`src/rtl/rb3_pkg.sv`:
```
package rb3_pkg;
    // Default geometry of the bank
    localparam int unsigned DEF_DATA_W   = 8;
    localparam int unsigned DEF_NUM_REGS = 3;
    localparam int unsigned DEF_ADDR_W   = 2;

    // Direction encoding of the read/write line level
    typedef enum logic {
        DIR_READ  = 1'b0,
        DIR_WRITE = 1'b1
    } dir_e;
endpackage

```
`src/rtl/rb3_decode.sv`:
```
module rb3_decode #(
    parameter int unsigned ADDR_W   = 2,
    parameter int unsigned NUM_REGS = 3
) (
    input  logic                as_n,
    input  logic                rw,
    input  logic [ADDR_W-1:0]   addr,
    output logic [NUM_REGS-1:0] sel,
    output logic [NUM_REGS-1:0] rd_en
);
    import rb3_pkg::*;

    dir_e dir;
    assign dir = dir_e'(rw);

    for (genvar g = 0; g < NUM_REGS; g++) begin : g_dec
        localparam logic [ADDR_W-1:0] MY_ADDR = ADDR_W'(g);
        always_comb begin
            sel[g]   = !as_n && (addr == MY_ADDR);
            rd_en[g] = sel[g] && (dir == DIR_READ);
        end
    end

    always_comb begin

        strobe_idle_chk: assert (!(as_n && (sel != '0)))
            else $error("select active with strobe released");

        unmapped_addr_chk: assert (!(int'(addr) >= NUM_REGS && (sel != '0)))
            else $error("unmapped address selected a register");
    end
endmodule

```
`src/rtl/rb3_bank.sv`:
```
module rb3_bank #(
    parameter int unsigned DATA_W   = 8,
    parameter int unsigned NUM_REGS = 3
) (
    input  logic                             rst_n,
    input  logic                             rw,
    input  logic [NUM_REGS-1:0]              sel,
    input  logic [DATA_W-1:0]                din,
    output logic [NUM_REGS-1:0][DATA_W-1:0]  regs_q
);
    logic [NUM_REGS-1:0][DATA_W-1:0] regs_d;

    always_comb begin
        regs_d = regs_q;
        for (int i = 0; i < NUM_REGS; i++) begin
            if (sel[i]) regs_d[i] = din;
        end
    end

    // The read/write line is the write clock; decode gates the capture.
    always_ff @(posedge rw or negedge rst_n) begin
        if (!rst_n) regs_q <= '0;
        else        regs_q <= regs_d;
    end

    for (genvar g = 0; g < NUM_REGS; g++) begin : g_chk

        capture_chk: assert property (@(posedge rw) disable iff (!rst_n)
            sel[g] |=> regs_q[g] == $past(din))
            else $error("register %0d missed a write", g);

        hold_chk: assert property (@(posedge rw) disable iff (!rst_n)
            !sel[g] |=> regs_q[g] == $past(regs_q[g]))
            else $error("register %0d changed without a write", g);
    end
endmodule

```
`src/rtl/rb3_rdmux.sv`:
```
module rb3_rdmux #(
    parameter int unsigned DATA_W   = 8,
    parameter int unsigned NUM_REGS = 3
) (
    input  logic [NUM_REGS-1:0]              rd_en,
    input  logic [NUM_REGS-1:0][DATA_W-1:0]  regs_q,
    output logic [DATA_W-1:0]                dout,
    output logic                             dout_vld
);
    always_comb begin
        dout = '0;
        for (int i = 0; i < NUM_REGS; i++) begin
            if (rd_en[i]) dout = dout | regs_q[i];
        end
        dout_vld = |rd_en;
    end

    always_comb begin

        single_driver_chk: assert ($onehot0(rd_en))
            else $error("more than one register drives the bus");

        released_zero_chk: assert (dout_vld || dout == '0)
            else $error("released bus carries data");
    end
endmodule

```
`src/rtl/strobed_reg_bank.sv`:
```
module strobed_reg_bank #(
    parameter int unsigned DATA_W   = rb3_pkg::DEF_DATA_W,
    parameter int unsigned NUM_REGS = rb3_pkg::DEF_NUM_REGS,
    parameter int unsigned ADDR_W   = rb3_pkg::DEF_ADDR_W
) (
    input  logic              rst_n,
    input  logic              as_n,
    input  logic              rw,
    input  logic [ADDR_W-1:0] addr,
    input  logic [DATA_W-1:0] din,
    output logic [DATA_W-1:0] dout,
    output logic              dout_vld
);
    localparam int unsigned SPACE = 1 << ADDR_W;

    logic [NUM_REGS-1:0]             sel;
    logic [NUM_REGS-1:0]             rd_en;
    logic [NUM_REGS-1:0][DATA_W-1:0] regs_q;

    rb3_decode #(.ADDR_W(ADDR_W), .NUM_REGS(NUM_REGS)) u_dec (
        .as_n(as_n), .rw(rw), .addr(addr), .sel(sel), .rd_en(rd_en)
    );

    rb3_bank #(.DATA_W(DATA_W), .NUM_REGS(NUM_REGS)) u_bank (
        .rst_n(rst_n), .rw(rw), .sel(sel), .din(din), .regs_q(regs_q)
    );

    rb3_rdmux #(.DATA_W(DATA_W), .NUM_REGS(NUM_REGS)) u_mux (
        .rd_en(rd_en), .regs_q(regs_q), .dout(dout), .dout_vld(dout_vld)
    );

    initial begin

        space_fits_chk: assert (NUM_REGS <= SPACE)
            else $error("address too narrow for register count");
    end
endmodule

```
`config.mk`:
```
export PLATFORM = sky130hd
export DESIGN_NAME = strobed_reg_bank
export DESIGN_NICKNAME = d
export VERILOG_FILES = /design/src/rtl/rb3_pkg.sv /design/src/rtl/rb3_decode.sv /design/src/rtl/rb3_bank.sv /design/src/rtl/rb3_rdmux.sv /design/src/rtl/strobed_reg_bank.sv
export SDC_FILE = /design/constraint.sdc
export NUM_CORES = 1
export LEC_CHECK = 0
export BUFFER_PORTS_ARGS = -buffer_cell sky130_fd_sc_hd__buf_2
export CORE_AREA = 4 4 65 67
export DETAILED_ROUTE_END_ITERATION = 10
export DIE_AREA = 0 0 69 71
export PLACE_DENSITY_LB_ADDON = 0.15
export SLEW_MARGIN = 20
export SYNTH_ARGS = -nofsm -noshare
export SYNTH_HDL_FRONTEND = slang
export SYNTH_HIERARCHICAL = 1
export SYNTH_SLANG_ARGS = --single-unit
```
`constraint.sdc`:
```
create_clock -name rw -period 1.05 [get_ports rw]
set_clock_uncertainty 0.2 [all_clocks]
set_input_delay 0.0525 -clock rw [delete_from_list [all_inputs] [get_ports rw]]
set_output_delay 0.0525 -clock rw [all_outputs]
set_load 0.01 [all_outputs]
```
==> metrics.txt <==
Final Core Density 0.509; Reg with most FFs u_bank/regs_q; most frequent cells in the layout mux2_4, dfrtp_1, buf_2; Max stage delay cell, worst path nor4b_4; number of synthesized register bits 24; via count between 800 and 900; Yosys top cell area share 0.505; Reg2Reg Setup Slack roughly 0.07 ns; cell count after synthesis 77; global-route wire length before repair ~5000 µm; Yosys warnings 6; gr usage total 0.142; Inst Count DP about 150; reg2reg path depth 1; clock insertion delay at the later pin of the skew report approximately 0.37 ns; CTS tree yes; die width about 70 µm; final wirelength 2910 µm; register area share after synthesis 0.505; detailed placer's ending HPWL about 1700 µm; largest net degree at the start of global routing 16; CP max stage delay roughly 0.21 ns; Pins Over Slew Limit 0; area grow syn2layout 55.6%; Mapped Area between 1000 and 1500 µm²; overall power approximately 3.4 mW; vias in the first global route between 1k and 1.5k; Port-buffer cells 21; Finished Layout Cells 179; HP Class primary input to async pin; Core Region 3630 µm²; TritonRoute pass-1 iters 5; final hold slack -0.123 ns; detailed-route wire length per cell ~16 µm; Worst-Margin Slew about 0.33 ns; initial antenna violation count 0; syn avg cell area ~15 µm²; Rel. slew slack 0.780; Max VDD drop about 0.00084 V; max_cap viols 0; CTS hold repair buffers 9; Remaining DRCs 0; RSZ-0062 raised after global routing true; Vias/cell 4.95; antenna cells 0; nets roughly 140; WP data required around 0.8 ns; Crit. End Element primary output; synthesized net count 90; most frequent CP cell buf_8; Die Footprint ~4900 µm²; Placer Congestion 0.620; share of cells above drive strength 1 0.595; max FFs per register 24; PD cells between 1500 and 2000 nW/µm²; Worst-path clk slew about 0.080 ns; failing checks negative hold slack, negative setup slack; area leader, netlist dfrtp_1; fin worst setup slack -0.736 ns; initial core utilization 0.327; cell breakdown of the critical path clkbuf_16, buf_8, nor4b_4, clkbuf_8, buf_8, a222oi_1, inv_1, buf_2; height of the die between 70 and 80 µm; DRT antenna net count 0; Pleak 0.905 nW; crit start category clock port; status finished, violations left; drt initial violations 33; Remaining Overflow, GRT 0; row count 22; Crit Path Class clock port to primary output; final setup violating endpoints 18; final hold vios 17; CP arrival around 1.5 ns; largest registers u_bank/regs_q (24); Crit Path Max Fanout 5; io pins 22; Area contributors post-synth dfrtp_1, mux2_4, a222oi_1; synth unique cells 10
## per-layer routing
metal / share of wire / routed length (µm) / track usage / vias to the layer above
li1: - / - / - / 391
met1: 0.45 / 1310 / 0.144 / 442
met2: 0.45 / 1300 / 0.149 / 42
met3: 0.071 / 205 / 0.122 / 11
met4: 0.029 / 84 / 0.182 / 0
met5: 0 / 0 / 0 / -
## what timing repair did
item	in CTS	in global routing
buffers inserted	3	0
setup endpoints to repair	18	18
pin swaps	12	2
resized for setup	10	11
endpoints found under the hold margin	48	17
## where the power goes
part / internal, mW / switching (mW) / total [mW] / leakage [nW]
clock network: 1.03 / 0.712 / 1.75 / 0.289
logic: 0.320 / 0.131 / 0.451 / 0.332
registers: 1.10 / 0.104 / 1.20 / 0.284
total: 2.45 / 0.947 / 3.40 / 0.905
## final timing paths
| path | startpoint | end |
|---|---|---|
| worst max-delay path | rw | dout[3] |
| min in group rw | addr[1] | u_bank/regs_q[5] |
| max in group asynchronous | rst_n | u_bank/regs_q[1] |
| worst min register to register | u_bank/regs_q[11] | u_bank/regs_q[11] |
| worst min-delay path | rst_n | u_bank/regs_q[8] |
| worst max register to register | u_bank/regs_q[14] | u_bank/regs_q[14] |
## cells by family after synthesis
| kind of cell | count (synthesis) | share of synthesized area |
|---|---|---|
| buffers and inverters | 14 | 0.0821 |
| muxes | 24 | 0.303 |
| and+or+nand+nor | 7 | 0.0421 |
| AOI/OAI and AO/OA | 8 | 0.0674 |
| DFF | 24 | 0.505 |
## layout make-up
class	count	area [µm²]
multi-input combinational	39	551
sequential	24	601
fill	328	1780
tap	48	60.1
clock inverter	9	37.5
clock buffer	29	314
timing repair buffer	30	287
## critical path: cells and delay by family
kind | cells | cell delay, ns
buf+inv | 6 | 0.72
simple gates | 1 | 0.21
compound gates | 1 | 0.08
## synthesized netlist by cell type, drive strengths merged
cell    number
dfrtp       24
mux2        24
a222oi       8
inv          8
buf          6
nor3b        2
nor4b        2
nor3         1
nor4         1
or3          1
## per-stage QoR
| step | setup slack (ns) | instance area (µm²) | TNS [ns] |
|---|---|---|---|
| 6_report | -0.736 | 1850 | -6.52 |
| 3_5_place_dp | -0.449 | 1420 | -9.94 |
| 4_1_cts | -0.819 | 1820 | -7.23 |
| 2_1_floorplan | -0.294 | 1250 | -2.62 |
| 5_1_grt | -0.833 | 1850 | -7.20 |
| 3_3_place_gp | -0.449 | 1420 | -9.75 |
(Power assumes the default switching activity.)
